File: src/rtl/tcr_pkg.sv
package tcr_pkg;
  localparam int unsigned DW        = 32;
  localparam int unsigned AW        = 8;
  localparam int unsigned HALF_BASE = 16;
  localparam int unsigned WDOG_BIT  = 16;
  localparam int unsigned NUM_WORDS = 4;

  // word indices
  localparam int unsigned IX_EN   = 0;
  localparam int unsigned IX_STOP = 1;
  localparam int unsigned IX_FLAG = 2;
  localparam int unsigned IX_MASK = 3;

  // offsets software depends on
  localparam logic [AW-1:0] OFS_EN_RD    = 8'h10;
  localparam logic [AW-1:0] OFS_EN_SET   = 8'h14;
  localparam logic [AW-1:0] OFS_EN_CLR   = 8'h18;
  localparam logic [AW-1:0] OFS_STOP_RD  = 8'h1C;
  localparam logic [AW-1:0] OFS_STOP_SET = 8'h2C;
  localparam logic [AW-1:0] OFS_STOP_CLR = 8'h3C;
  localparam logic [AW-1:0] OFS_FLAG_RD  = 8'h20;
  localparam logic [AW-1:0] OFS_FLAG_SET = 8'h24;
  localparam logic [AW-1:0] OFS_FLAG_CLR = 8'h28;
  localparam logic [AW-1:0] OFS_MASK_RD  = 8'h30;
  localparam logic [AW-1:0] OFS_MASK_SET = 8'h34;
  localparam logic [AW-1:0] OFS_MASK_CLR = 8'h38;
endpackage

File: src/rtl/tcr_rst_sync.sv
module tcr_rst_sync (
  input  logic clk,
  input  logic rst_n,
  output logic rst_sync_n
);
  logic [1:0] stage_q;

  always_ff @(posedge clk or negedge rst_n) begin
    if (!rst_n) stage_q <= 2'b00;
    else        stage_q <= {stage_q[0], 1'b1};
  end

  assign rst_sync_n = stage_q[1];
endmodule

File: src/rtl/tcr_addr_dec.sv
module tcr_addr_dec
  import tcr_pkg::*;
(
  input  logic                 wr_en,
  input  logic [AW-1:0]        addr,
  output logic [NUM_WORDS-1:0] set_we,
  output logic [NUM_WORDS-1:0] clr_we,
  output logic                 rd_hit,
  output logic [1:0]           rd_idx
);
  always_comb begin
    set_we = '0;
    clr_we = '0;
    rd_hit = 1'b0;
    rd_idx = 2'd0;
    unique case (addr)
      OFS_EN_RD:    begin rd_hit = 1'b1; rd_idx = 2'(IX_EN);   end
      OFS_STOP_RD:  begin rd_hit = 1'b1; rd_idx = 2'(IX_STOP); end
      OFS_FLAG_RD:  begin rd_hit = 1'b1; rd_idx = 2'(IX_FLAG); end
      OFS_MASK_RD:  begin rd_hit = 1'b1; rd_idx = 2'(IX_MASK); end
      OFS_EN_SET:   set_we[IX_EN]   = wr_en;
      OFS_STOP_SET: set_we[IX_STOP] = wr_en;
      OFS_FLAG_SET: set_we[IX_FLAG] = wr_en;
      OFS_MASK_SET: set_we[IX_MASK] = wr_en;
      OFS_EN_CLR:   clr_we[IX_EN]   = wr_en;
      OFS_STOP_CLR: clr_we[IX_STOP] = wr_en;
      OFS_FLAG_CLR: clr_we[IX_FLAG] = wr_en;
      OFS_MASK_CLR: clr_we[IX_MASK] = wr_en;
      default: ;
    endcase
  end
endmodule

File: src/rtl/tcr_sc_word.sv
module tcr_sc_word #(
  parameter int unsigned WIDTH   = 32,
  parameter logic [WIDTH-1:0] IMPL    = '1,
  parameter logic [WIDTH-1:0] RST_VAL = '0
) (
  input  logic             clk,
  input  logic             rst_n,
  input  logic             set_we,
  input  logic             clr_we,
  input  logic [WIDTH-1:0] wdata,
  input  logic [WIDTH-1:0] hw_set,
  output logic [WIDTH-1:0] q
);
  logic [WIDTH-1:0] q_d;
  logic             load;

  always_comb begin
    load = set_we | clr_we | (|hw_set);
    q_d  = q;
    if (set_we) q_d = q_d | wdata;
    if (clr_we) q_d = q_d & ~wdata;
    q_d = (q_d | hw_set) & IMPL;  // hardware set overrides a clear
  end

  always_ff @(posedge clk or negedge rst_n) begin
    if (!rst_n)    q <= RST_VAL;
    else if (load) q <= q_d;
  end

  // a hardware event always leaves its bit set
  p_hw_set_wins_r8: assert property (@(posedge clk) disable iff (!rst_n)
    (|(hw_set & IMPL)) |=> ((q & $past(hw_set & IMPL)) == $past(hw_set & IMPL)));

  // no write and no event means the word holds
  p_idle_hold_r5: assert property (@(posedge clk) disable iff (!rst_n)
    (!set_we && !clr_we && hw_set == '0) |=> $stable(q));
endmodule

File: src/rtl/tcr_irq_merge.sv
module tcr_irq_merge
  import tcr_pkg::*;
#(
  parameter int unsigned NUM_CH = 8
) (
  input  logic [DW-1:0]     flag,
  input  logic [DW-1:0]     mask,
  output logic [NUM_CH-1:0] irq
);
  for (genvar c = 0; c < NUM_CH; c++) begin : g_ch
    assign irq[c] = (flag[c] & ~mask[c]) |
                    (flag[HALF_BASE + c] & ~mask[HALF_BASE + c]);
  end
endmodule

File: src/rtl/tcr_bank.sv
module tcr_bank
  import tcr_pkg::*;
#(
  parameter int unsigned NUM_CH = 8
) (
  input  logic              clk,
  input  logic              rst_n,
  input  logic              wr_en,
  input  logic [7:0]        addr,
  input  logic [31:0]       wdata,
  output logic [31:0]       rdata,
  input  logic [NUM_CH-1:0] full_hit,
  input  logic [NUM_CH-1:0] half_hit,
  output logic [NUM_CH-1:0] irq,
  output logic [NUM_CH-1:0] ch_en,
  output logic [NUM_CH-1:0] ch_stop,
  output logic              wdt_stop
);
  localparam logic [DW-1:0] CH_BITS   = {{(DW-NUM_CH){1'b0}}, {NUM_CH{1'b1}}};
  localparam logic [DW-1:0] PAIR_BITS = CH_BITS | (CH_BITS << HALF_BASE);
  localparam logic [DW-1:0] STOP_BITS = CH_BITS | (DW'(1) << WDOG_BIT);

  logic                 rst_sync_n;
  logic [NUM_WORDS-1:0] set_we, clr_we;
  logic                 rd_hit;
  logic [1:0]           rd_idx;
  logic [DW-1:0]        hw_word;
  logic [DW-1:0]        word_q [NUM_WORDS];

  tcr_rst_sync u_rst (
    .clk        (clk),
    .rst_n      (rst_n),
    .rst_sync_n (rst_sync_n)
  );

  tcr_addr_dec u_dec (
    .wr_en  (wr_en),
    .addr   (addr),
    .set_we (set_we),
    .clr_we (clr_we),
    .rd_hit (rd_hit),
    .rd_idx (rd_idx)
  );

  always_comb begin
    hw_word = '0;
    hw_word[NUM_CH-1:0]           = full_hit;
    hw_word[HALF_BASE +: NUM_CH]  = half_hit;
  end

  for (genvar w = 0; w < NUM_WORDS; w++) begin : g_word
    localparam logic [DW-1:0] IMPL =
      (w == IX_STOP) ? STOP_BITS : (w == IX_EN) ? CH_BITS : PAIR_BITS;
    localparam logic [DW-1:0] RSTV =
      (w == IX_STOP) ? STOP_BITS : (w == IX_MASK) ? PAIR_BITS : '0;
    logic [DW-1:0] hw_in;
    assign hw_in = (w == IX_FLAG) ? hw_word : '0;

    tcr_sc_word #(.WIDTH(DW), .IMPL(IMPL), .RST_VAL(RSTV)) u_word (
      .clk    (clk),
      .rst_n  (rst_n & rst_sync_n),
      .set_we (set_we[w]),
      .clr_we (clr_we[w]),
      .wdata  (wdata),
      .hw_set (hw_in),
      .q      (word_q[w])
    );
  end

  assign rdata = rd_hit ? word_q[rd_idx] : '0;

  tcr_irq_merge #(.NUM_CH(NUM_CH)) u_irq (
    .flag (word_q[IX_FLAG]),
    .mask (word_q[IX_MASK]),
    .irq  (irq)
  );

  assign ch_en    = word_q[IX_EN][NUM_CH-1:0];
  assign ch_stop  = word_q[IX_STOP][NUM_CH-1:0];
  assign wdt_stop = word_q[IX_STOP][WDOG_BIT];

  // set alias raises the written enable bits
  p_en_set_r3: assert property (@(posedge clk) disable iff (!(rst_n && rst_sync_n))
    (wr_en && addr == OFS_EN_SET) |=>
      ((ch_en & $past(wdata[NUM_CH-1:0])) == $past(wdata[NUM_CH-1:0])));

  // clear alias drops the written enable bits
  p_en_clr_r4: assert property (@(posedge clk) disable iff (!(rst_n && rst_sync_n))
    (wr_en && addr == OFS_EN_CLR) |=> ((ch_en & $past(wdata[NUM_CH-1:0])) == '0));

  // clearing bit 16 of the stop word lets the watchdog run
  p_wdt_run_r10: assert property (@(posedge clk) disable iff (!(rst_n && rst_sync_n))
    (wr_en && addr == OFS_STOP_CLR && wdata[WDOG_BIT]) |=> !wdt_stop);

  // a fully masked word blocks every interrupt
  p_irq_masked_r9: assert property (@(posedge clk) disable iff (!(rst_n && rst_sync_n))
    ((word_q[IX_MASK] & PAIR_BITS) == PAIR_BITS) |-> (irq == '0));
endmodule

File: config.mk
export PLATFORM = sky130hd
export DESIGN_NAME = tcr_bank
export DESIGN_NICKNAME = d
export VERILOG_FILES = /design/src/rtl/tcr_pkg.sv /design/src/rtl/tcr_rst_sync.sv /design/src/rtl/tcr_addr_dec.sv /design/src/rtl/tcr_sc_word.sv /design/src/rtl/tcr_irq_merge.sv /design/src/rtl/tcr_bank.sv
export SDC_FILE = /design/constraint.sdc
export NUM_CORES = 1
export LEC_CHECK = 0
export ABC_AREA = 1
export BUFFER_PORTS_ARGS = -buffer_cell sky130_fd_sc_hd__buf_2
export CORE_MARGIN = 2
export CORE_UTILIZATION = 49
export CTS_CLUSTER_SIZE = 8
export DETAILED_ROUTE_END_ITERATION = 12
export GPL_TIMING_DRIVEN = 0
export PLACE_DENSITY = 0.77
export RECOVER_POWER = 100
export SYNTH_ARGS = -nofsm -noshare
export SYNTH_HDL_FRONTEND = slang
export SYNTH_SLANG_ARGS = --single-unit
File: constraint.sdc
create_clock -name clk -period 2.15 [get_ports clk]
set_input_delay 0.5375 -clock clk [delete_from_list [all_inputs] [get_ports clk]]
set_output_delay 0.5375 -clock clk [all_outputs]
set_load 0.05 [all_outputs]
==> results.toml, run 1 <==
[yosys]
ys_async_sr_fraction_pct = 100
top_cells_by_count_synth = "sky130_fd_sc_hd__nand2_1 (81), sky130_fd_sc_hd__inv_1 (78), sky130_fd_sc_hd__a21oi_1 (63)"
postSynthRegisterBits = 51
synth_seq_area_share_pct = 43.1
netlist.area_leader.share_pct = 21.6
synth_adder_area_share_pct = 0
number_of_synthesized_flops_with_an_enable_pin = 0
synth_top_flop_cell = "sky130_fd_sc_hd__dfrtp_1"
complex_gate_fraction_of_the_synthesized_area_pct = 18.7
synth_cell_types = 23
synth_most_common_cell = "sky130_fd_sc_hd__nand2_1"
syn_inst = 413
top_post_synthesis_cells_by_area = "sky130_fd_sc_hd__dfstp_2 (22%), sky130_fd_sc_hd__dfrtp_1 (21%), sky130_fd_sc_hd__a21oi_1 (10%)"
synth-warning-count = 0
mappedNetlistArea_um2 = 3040
synth.area.mux_share_pct = 0
synth_top_family_by_area = "simple AND/OR/NAND/NOR gates"
post-synth-top-area-cell = "sky130_fd_sc_hd__dfstp_2"
avgSynthCellArea_um2 = 7.35
synth_xor_xnor_area_share_pct = 0
synth_simple_gate_area_share_pct = 21.1

[status]
violations_in_the_final_reports = "setup timing"
run_status = "complete, but fails checks"

[min_path]
hold_start = "u_rst.stage_q[0]"
min_to = "u_rst.stage_q[1]"
holdCritPathClass = "flop to flop"
hold-path-cell-count = 0

[global_routing]
antenna_found_initial = 0
gr-total-overflow = 0
vias_in_the_first_global_route = 3118
grt_start_max_net_pins = 27
grt.total_usage_pct = 30.3
grt_pass1_wl_um = 15300

[placement]
place_congestion = 0.892
port-buffer-count = 75
dpl.hpwl_um = 6030

[sta]
hold_ws_ns = 0.362
number_of_pins_with_negative_max_slew_slack_in_the_final_report = 0
setup_slack_ns = -0.233
finalHoldViolCount = 0
max_freq_mhz = 420
period_share_pct = 111
slew_at_the_pin_closest_to_its_max_slew_limit_ns = 0.960
slew_headroom_pct = 35.9
setup_repair_after_global_routing_missed_its_margin = "yes"
setup_viol_count_final = 16
clock_skews_ns = 0.00643
fin_crit_ns = 2.38

[clock_tree]
clk_latency_ns = 0.32
cts.path.max_buffers = 2
clock_sink_count = 51
cts_root_buf = "sky130_fd_sc_hd__clkbuf_8"
cts-htree-levels = 2
cts_buffers = 5
worst_setup_hold_path_clk_slew_ns = 0.09
tritoncts_clock_tree = "done"

[die]
initial_core_utilization_pct = 51.0
standard_cell_row_count = 28
io_pins = 116
die_height_um = 82.7
die-area_um2 = 6840
width_of_the_chip_um = 82.7
core_region_area_um2 = 5960

[worst_setup_path]
timing.critical_path.from_type = "primary input"
worst_r2r_path_depth = 3
critical_path_class = "primary input to output port"
crit_required_ns = 1.61
critPathMaxFanout = 6
worst-r2r-setup-slack_ns = 0.72
reg2reg_from = "u_rst.stage_q[1]"
cp_data_arrival_time_ns = 1.85
crit_path_end_kind = "output port"

[final_layout]
synthToLayoutAreaGrowth_pct = 60.3
final_core_utilization_pct = 81.7
final_layout_size_suffix_gt1_share_pct = 46.4
final_net_count = 597
insertedDiodeCount = 0

[pwr]
powerDensity_nw_per_um2 = 450
total_leakage_power_nw = 2.34
vdd.ir_drop.worst_mv = 0.420

[routing]
routedWlPerCell_um = 18.0
avgViaCountPerCell = 5.70
vias = 3498
drcViolationCount = 0
detailedRoute.firstIterationViolations = 281
drt-total-wl_um = 11100
drt.antenna.violating_nets = 0
drt_pass1_iterations = 5

[flow_run]
cap_violations = 0
worst max-delay path by stage:
| stage | from | end | slack [ns] | cells past startpoint |
|---|---|---|---|---|
| after global routing | addr[3] | rdata[3] | -0.27 | 12 |
| after CTS | addr[5] | rdata[3] | -0.14 | 10 |
| final | addr[3] | rdata[16] | -0.23 | 11 |
| after detailed placement | addr[7] | rdata[22] | -0.36 | 11 |
| after floorplan | addr[6] | rdata[4] | 0.006 | 8 |
| after global placement | addr[7] | rdata[20] | -0.33 | 11 |
area by class of cell:
type | count | area (um2)
plain buffers | 33 | 263
clock buffers | 6 | 82.6
clock inverters | 2 | 35.0
fillers | 369 | 1090
inverters | 82 | 350
multi-input cells | 262 | 1840
flip-flops and latches | 51 | 1310
well taps | 75 | 93.8
repair buffers | 103 | 896
timing repair:
action,4_1_cts,5_1_grt
pin swaps,25,18
endpoints found under the setup margin,16,16
setup buffers,19,3
hold endpoints to repair,2,0
hold buffers,1,0
gates resized for setup,85,33
gates cloned,3,2
placed cells by master, fill, tap and decap left out, types with 6 or more instances in the layout:
| cell | count |
|---|---|
| sky130_fd_sc_hd__inv_1 | 73 |
| sky130_fd_sc_hd__nand2_1 | 67 |
| sky130_fd_sc_hd__buf_2 | 56 |
| sky130_fd_sc_hd__a21oi_1 | 48 |
| sky130_fd_sc_hd__buf_4 | 29 |
| sky130_fd_sc_hd__buf_6 | 27 |
| sky130_fd_sc_hd__dfrtp_1 | 26 |
| sky130_fd_sc_hd__dfstp_2 | 25 |
| sky130_fd_sc_hd__nand3_2 | 20 |
| sky130_fd_sc_hd__conb_1 | 17 |
| sky130_fd_sc_hd__a21oi_4 | 15 |
| sky130_fd_sc_hd__o21ai_0 | 13 |
| sky130_fd_sc_hd__nand2_2 | 10 |
| sky130_fd_sc_hd__o21ai_4 | 9 |
| sky130_fd_sc_hd__a22oi_1 | 9 |
| sky130_fd_sc_hd__nand3_1 | 8 |
| sky130_fd_sc_hd__o22ai_1 | 8 |
| sky130_fd_sc_hd__buf_12 | 7 |
| sky130_fd_sc_hd__clkbuf_1 | 7 |
| sky130_fd_sc_hd__nor2_4 | 6 |
| sky130_fd_sc_hd__clkbuf_8 | 6 |
routing by layer:
layer / vias to the layer above / global-route usage (%) / wire length [um]
met3: 59 / 5.22 / 1040
li1: 1531 / - / -
met4: 0 / 12.3 / 491
met1: 1639 / 38.1 / 4220
met5: - / 0 / 0
met2: 269 / 51.7 / 5310
report_power, final:
part	switching [mW]	internal [mW]	total, mW
Combinational	0.291	0.131	0.422
Clock	0.353	0.377	0.731
Sequential	0.0299	1.01	1.04
cells by family (layout without fill, tap and decap cells):
kind of cell,count (synthesis),after routing
simple gates,138,138
flops,51,51
compound gates,107,107
other cells,2,17
buf+inv,115,226
worst max-delay path, cell delays in order:
cell,delay [ns]
sky130_fd_sc_hd__buf_6,0.10
sky130_fd_sc_hd__inv_4,0.06
sky130_fd_sc_hd__nand2_4,0.06
sky130_fd_sc_hd__nor2_4,0.15
sky130_fd_sc_hd__buf_6,0.13
sky130_fd_sc_hd__nand2_8,0.09
sky130_fd_sc_hd__nand2_8,0.15
sky130_fd_sc_hd__buf_8,0.14
sky130_fd_sc_hd__o21ai_2,0.08
sky130_fd_sc_hd__o21ai_4,0.16
sky130_fd_sc_hd__buf_6,0.18
per-stage QoR:
step | instances | setup slack (ns) | power [mW] | instance area (um2) | setup TNS [ns]
global route | 614 | -0.271 | 2.26 | 4870 | -5.60
detailed placement | 579 | -0.363 | 1.41 | 3960 | -4.63
CTS | 610 | -0.136 | 2.14 | 4690 | -1.88
global placement | 578 | -0.330 | 1.39 | 3940 | -9.75
finish | 614 | -0.233 | 2.19 | 4870 | -3.39
floorplan | 428 | 0.00614 | 1.31 | 3470 | 0
Note: power is estimated with default switching activity, not from simulation.
==> inputs of run 2 (changes only) <==
CORE_ASPECT_RATIO = 1.4   (was default)
REMOVE_ABC_BUFFERS = 1   (was default)
==> run 2 against run 1 <==
Effect of this change: the run still ends with setup timing left; sequential power about the same; wire length increased by 3.2%; die area increased by 0.13%; flip-flop and latch count unchanged; critical path type unchanged; critical endpoint is now rdata[6]; largest cell class unchanged.
==> results.toml, run 2 (synthesis results as in run 1) <==
[sta]
slew_headroom_pct = 31.5
slew_at_the_pin_closest_to_its_max_slew_limit_ns = 1.03
clock_skews_ns = 0.00514
timing.setup.tns_ns = -4.97
fin_crit_ns = 2.34
finalHoldViolCount = 0
setup_repair_after_global_routing_missed_its_margin = "yes"
max_freq_mhz = 428
period_share_pct = 109
setup_viol_count_final = 58
setup_slack_ns = -0.188
number_of_pins_with_negative_max_slew_slack_in_the_final_report = 0

[global_routing]
grt_start_max_net_pins = 26
grt_pass1_wl_um = 15400
antenna_found_initial = 0
gr-total-overflow = 0
vias_in_the_first_global_route = 3194
grt.total_usage_pct = 28.2

[clock_tree]
cts.path.max_buffers = 2
cts_buffers = 5
tritoncts_clock_tree = "done"
clk_latency_ns = 0.30
cts-htree-levels = 2
clock_sink_count = 51
worst_setup_hold_path_clk_slew_ns = 0.09
cts_root_buf = "sky130_fd_sc_hd__clkbuf_8"

[placement]
postPlaceCellArea_um2 = 3410
dpl.hpwl_um = 5390
post-place-cells = 549
place_congestion = 0.817
port-buffer-count = 83

[die]
initial_core_utilization_pct = 51.4
die-area_um2 = 6850
io_pins = 116
core_region_area_um2 = 5900
width_of_the_chip_um = 70.5
standard_cell_row_count = 33
die_height_um = 97.1

[pwr]
p_total_mw = 2.13
power.share.switching_pct = 30.6
power_switching_mw = 0.650
vdd.ir_drop.worst_mv = 0.410
powerDensity_nw_per_um2 = 473
power.clock.fraction_pct = 31.6
total_leakage_power_nw = 2.23
share_comb_of_total_power_pct = 19.5
power.sequential.fraction_pct = 48.8
p_int_mw = 1.48

[worst_setup_path]
worst-r2r-setup-slack_ns = 0.78
reg2reg_from = "u_rst.stage_q[1]"
critPathMaxFanout = 8
crit_required_ns = 1.61
setup.worst_path.end = "rdata[6]"
crit_path_end_kind = "output port"
cp_data_arrival_time_ns = 1.80
timing.critical_path.from = "addr[1]"
critical_path_class = "primary input to output port"
worst_r2r_path_depth = 3
timing.critical_path.from_type = "primary input"

[flow_run]
cap_violations = 0

[routing]
routedWlPerCell_um = 19.3
avgViaCountPerCell = 5.73
drcViolationCount = 0
detailedRoute.firstIterationViolations = 282
drt-total-wl_um = 11400
vias = 3392
drt_pass1_iterations = 5
drt.antenna.violating_nets = 0

[final_layout]
final_layout_size_suffix_gt1_share_pct = 39.5
most_common_cell_after_layout_fill_and_taps_aside = "sky130_fd_sc_hd__inv_1"
final_cell_mix = "sky130_fd_sc_hd__inv_1 (73), sky130_fd_sc_hd__nand2_1 (65), sky130_fd_sc_hd__a21oi_1 (50), sky130_fd_sc_hd__buf_2 (33), sky130_fd_sc_hd__clkbuf_1 (31)"
final_net_count = 580
final_cell_count_no_fill = 592
final_core_utilization_pct = 76.1
insertedDiodeCount = 0
synthToLayoutAreaGrowth_pct = 48.0
finish.instance_area_um2 = 4490

[status]
violations_in_the_final_reports = "setup timing"
run_status = "complete, but fails checks"

[min_path]
hold_start = "u_rst.stage_q[0]"
hold-path-cell-count = 0
holdCritPathClass = "flop to flop"
## run 2: changes by cell type in the layout (fill, tap and decap cells not counted), moves of 3 or more
cell and change:
sky130_fd_sc_hd__a21oi_2 +10, sky130_fd_sc_hd__a21oi_4 -12, sky130_fd_sc_hd__buf_2 -23, sky130_fd_sc_hd__buf_4 -12, sky130_fd_sc_hd__clkbuf_1 +24, sky130_fd_sc_hd__nand2_4 +4
sky130_fd_sc_hd__nand3_1 +5, sky130_fd_sc_hd__nand3_2 -3, sky130_fd_sc_hd__o21ai_2 +5, sky130_fd_sc_hd__o21ai_4 -5
## run 2: stage by stage
stage               worst slack, ns  hold slack [ns]
floorplan                    -0.527            0.242
global placement             -0.635            0.329
detailed placement           -0.681            0.333
CTS                         -0.0714         0.000455
global route                 -0.212            0.370
finish                       -0.188            0.358
## run 2: worst min-delay path by stage
stage	slack [ns]	to
global placement	0.33	u_rst.stage_q[1]
detailed placement	0.33	u_rst.stage_q[1]
global route	0.37	u_rst.stage_q[1]
CTS	0.0005	u_rst.stage_q[1]
floorplan	0.24	u_rst.stage_q[0]
finish	0.36	u_rst.stage_q[1]
## run 2: worst max-delay path, cell delays in order
cell and delay, ns:
sky130_fd_sc_hd__buf_8 0.11, sky130_fd_sc_hd__inv_8 0.07, sky130_fd_sc_hd__nand2_8 0.07, sky130_fd_sc_hd__nor2_4 0.15, sky130_fd_sc_hd__nand2_4 0.12, sky130_fd_sc_hd__buf_12 0.18
sky130_fd_sc_hd__nand3_1 0.07, sky130_fd_sc_hd__nand3_1 0.09, sky130_fd_sc_hd__a21oi_1 0.17, sky130_fd_sc_hd__buf_4 0.22
## run 2: routing by layer
metal  routed length, um  track usage, %  part of all wire [%]
met1                3790            31.1                    33
met2                6160            51.2                    54
met3                 818            4.15                   7.2
met4                 650            14.5                   5.7
met5                   0               0                     0
## run 2: final cells by class
type | count | area (um2)
timing repair inverter | 1 | 16.3
clock inverter | 1 | 30.0
clock buffer | 7 | 76.3
tap | 70 | 87.6
multi-input combinational | 262 | 1710
fill | 388 | 1410
inverter | 82 | 363
timing repair buffer | 118 | 907
sequential | 51 | 1310
## run 2: what timing repair did
action | CTS | global route
endpoints found under the setup margin | 16 | 41
buffers inserted | 27 | 5
resized for setup | 77 | 102
cloned | 1 | 1
endpoints found under the hold margin | 0 | 2
hold buffers | 0 | 1
pin swaps | 18 | 31
## run 2: power groups by stage
stage	sequential [mW]	combinational [mW]	clock (mW)
finish	1.04	0.415	0.672
global route	1.04	0.439	0.717
CTS	1.03	0.365	0.676
detailed placement	1.05	0.314	0
global placement	1.05	0.302	0
floorplan	1.10	0.155	0
==> inputs of run 3 (changes only) <==
ABC_AREA = default   (was 1)
PLACE_DENSITY = 0.78   (was 0.77)
==> run 3 against run 2 <==
Effect of this change: largest power group unchanged; sequential share of layout area increased by 5.4 points; largest cell class unchanged; first-iteration DRC count decreased by 43%; critical endpoint unchanged; wire length decreased by 30%; clock power decreased by 10%; combinational power decreased by 13%; hold slack improved by 0.010 ns; the run still ends with setup timing left.
==> results.toml, run 3 <==
[sta]
fin_crit_ns = 2.58
max_freq_mhz = 387
setup_repair_after_global_routing_missed_its_margin = "yes"
clock_skews_ns = 0.00845
setup_viol_count_final = 16
finalHoldViolCount = 0
number_of_pins_with_negative_max_slew_slack_in_the_final_report = 0
timing.setup.tns_ns = -4.66
period_share_pct = 120
slew_headroom_pct = 44.2
setup_slack_ns = -0.432
slew_at_the_pin_closest_to_its_max_slew_limit_ns = 0.830

[placement]
postPlaceCellArea_um2 = 3280
port-buffer-count = 83
dp_worst_setup_slack_ns = -1.18
post-place-cells = 447
dpl.hpwl_um = 5010
place_congestion = 0.757

[pwr]
p_int_mw = 1.41
power.clock.fraction_pct = 30.1
vdd.ir_drop.worst_mv = 0.347
power_switching_mw = 0.585
powerDensity_nw_per_um2 = 528
power.sequential.fraction_pct = 51.8
power.share.switching_pct = 29.3
total_leakage_power_nw = 1.69
share_comb_of_total_power_pct = 18.1

[final_layout]
area.sequential_um2 = 1310
final_cell_count_no_fill = 471
fill_cells = 482
final_layout_size_suffix_gt1_share_pct = 36.9
insertedDiodeCount = 0
most_common_cell_after_layout_fill_and_taps_aside = "sky130_fd_sc_hd__a21oi_1"
finish.instance_area_um2 = 3790
footprint_of_the_multi_input_gates_um2 = 1480
synthToLayoutAreaGrowth_pct = 29.4
final_net_count = 459
final_cell_mix = "sky130_fd_sc_hd__a21oi_1 (66), sky130_fd_sc_hd__buf_2 (40), sky130_fd_sc_hd__a21o_1 (32), sky130_fd_sc_hd__nand2_1 (26), sky130_fd_sc_hd__dfrtp_1 (26)"

[clock_tree]
clock_sink_count = 51
worst_setup_hold_path_clk_slew_ns = 0.08
tritoncts_clock_tree = "done"
cts-htree-levels = 2
cts_buffers = 5
clk_latency_ns = 0.31
cts_root_buf = "sky130_fd_sc_hd__clkbuf_8"
cts.path.max_buffers = 2

[yosys]
mappedNetlistArea_um2 = 2930
top_cells_by_count_synth = "sky130_fd_sc_hd__a21oi_1 (74), sky130_fd_sc_hd__a21o_1 (32), sky130_fd_sc_hd__nand2_1 (27)"
ys_async_sr_fraction_pct = 100
synth_cell_types = 35
number_of_synthesized_flops_with_an_enable_pin = 0
top_post_synthesis_cells_by_area = "sky130_fd_sc_hd__dfstp_2 (22%), sky130_fd_sc_hd__dfrtp_1 (22%), sky130_fd_sc_hd__a21oi_1 (13%)"
synth_top_flop_cell = "sky130_fd_sc_hd__dfrtp_1"
synth_seq_area_share_pct = 44.7
synth-warning-count = 0
syn_inst = 314
synth_most_common_cell = "sky130_fd_sc_hd__a21oi_1"
avgSynthCellArea_um2 = 9.32
netlist.area_leader.share_pct = 22.4
post-synth-top-area-cell = "sky130_fd_sc_hd__dfstp_2"
postSynthRegisterBits = 51

[die]
width_of_the_chip_um = 69.3
io_pins = 116
initial_core_utilization_pct = 50.3
standard_cell_row_count = 33
core_region_area_um2 = 5820
die-area_um2 = 6620
die_height_um = 95.4

[routing]
vias = 2649
drt_pass1_iterations = 4
drt.antenna.violating_nets = 0
detailedRoute.firstIterationViolations = 161
avgViaCountPerCell = 5.62
routedWlPerCell_um = 16.9
drcViolationCount = 0
drt-total-wl_um = 7960

[worst_setup_path]
crit_path_end_kind = "output port"
critPathMaxFanout = 8
cp_data_arrival_time_ns = 2.04
timing.critical_path.from_type = "primary input"
worst_r2r_path_depth = 2
critical_path_class = "primary input to output port"
crit_required_ns = 1.61

[status]
run_status = "complete, but fails checks"
violations_in_the_final_reports = "setup timing"

[global_routing]
grt.total_usage_pct = 24.4
antenna_found_initial = 0
gr-total-overflow = 0
vias_in_the_first_global_route = 2562
grt_pass1_wl_um = 12600
grt_start_max_net_pins = 39

[flow_run]
cap_violations = 0

[min_path]
hold-path-cell-count = 0
holdCritPathClass = "flop to flop"
## run 3: metrics by stage
step | hold slack (ns) | power, mW | utilization (%)
3_5_place_dp | 0.249 | 1.37 | 56.3
4_1_cts | 0.000666 | 2.00 | 64.5
6_report | 0.368 | 2.00 | 65.1
5_1_grt | 0.386 | 2.08 | 65.1
3_3_place_gp | 0.326 | 1.35 | 55.9
2_1_floorplan | 0.242 | 1.25 | -
## run 3: final cells by class
cell class                 count  share of cell area [%]
multi-input combinational    224                    38.9
inverter                      18                    1.78
sequential                    51                    34.5
tap                           70                    2.31
clock buffer                   8                    2.64
timing repair buffer         100                    19.8
## run 3: critical path, stage by stage
cell                      delay (ns)
sky130_fd_sc_hd__buf_8          0.09
sky130_fd_sc_hd__or3b_4         0.43
sky130_fd_sc_hd__or4_4          0.61
sky130_fd_sc_hd__nand3_2        0.13
sky130_fd_sc_hd__a21oi_2        0.06
sky130_fd_sc_hd__buf_6          0.19
## run 3: path summary, 6_finish.rpt
| path | from | to | slack (ns) |
|---|---|---|---|
| max | addr[6] | rdata[6] | -0.43 |
| min | u_rst.stage_q[0] | u_rst.stage_q[1] | 0.37 |
| max reg2reg | u_rst.stage_q[1] | asynchronous set/reset pin | 0.88 |
| min reg2reg | u_rst.stage_q[0] | u_rst.stage_q[1] | 0.37 |
| max in group asynchronous | rst_n | asynchronous set/reset pin | 0.26 |
| min in group asynchronous | u_rst.stage_q[1] | g_word[2].u_word.q[20] | 0.41 |
## run 3: cell families after synthesis
group,after synthesis,share of synthesized area [%]
AOI/OAI and AO/OA,133,26.8
and+or+nand+nor,66,15.3
buffers and inverters,54,10.2
DFF,51,44.7
muxes,8,2.74
other,2,0.257
## run 3: power groups by stage
stage                     combinational (mW)  clock (mW)  sequential [mW]
after detailed placement               0.315           0             1.05
after global placement                 0.305           0             1.05
after CTS                              0.356       0.611             1.04
after global routing                   0.389       0.646             1.04
final                                  0.362       0.602             1.04
after floorplan                        0.146           0             1.10
## run 3: routing by layer
metal  vias up  track usage (%)  wire length (um)
li1       1260                -                 -
met1      1269             28.1              3000
met2       105             43.2              4200
met3        15             4.44               542
met4         0             12.6               220
met5         -                0                 0
## run 3: timing repair
item                                    in CTS  in global routing
buffers inserted                             7                  7
pin swaps                                   18                  7
endpoints found under the setup margin      16                 21
hold buffers                                 0                  1
cloned                                       1                  0
gates resized for setup                     74                  4
endpoints found under the hold margin        0                  2
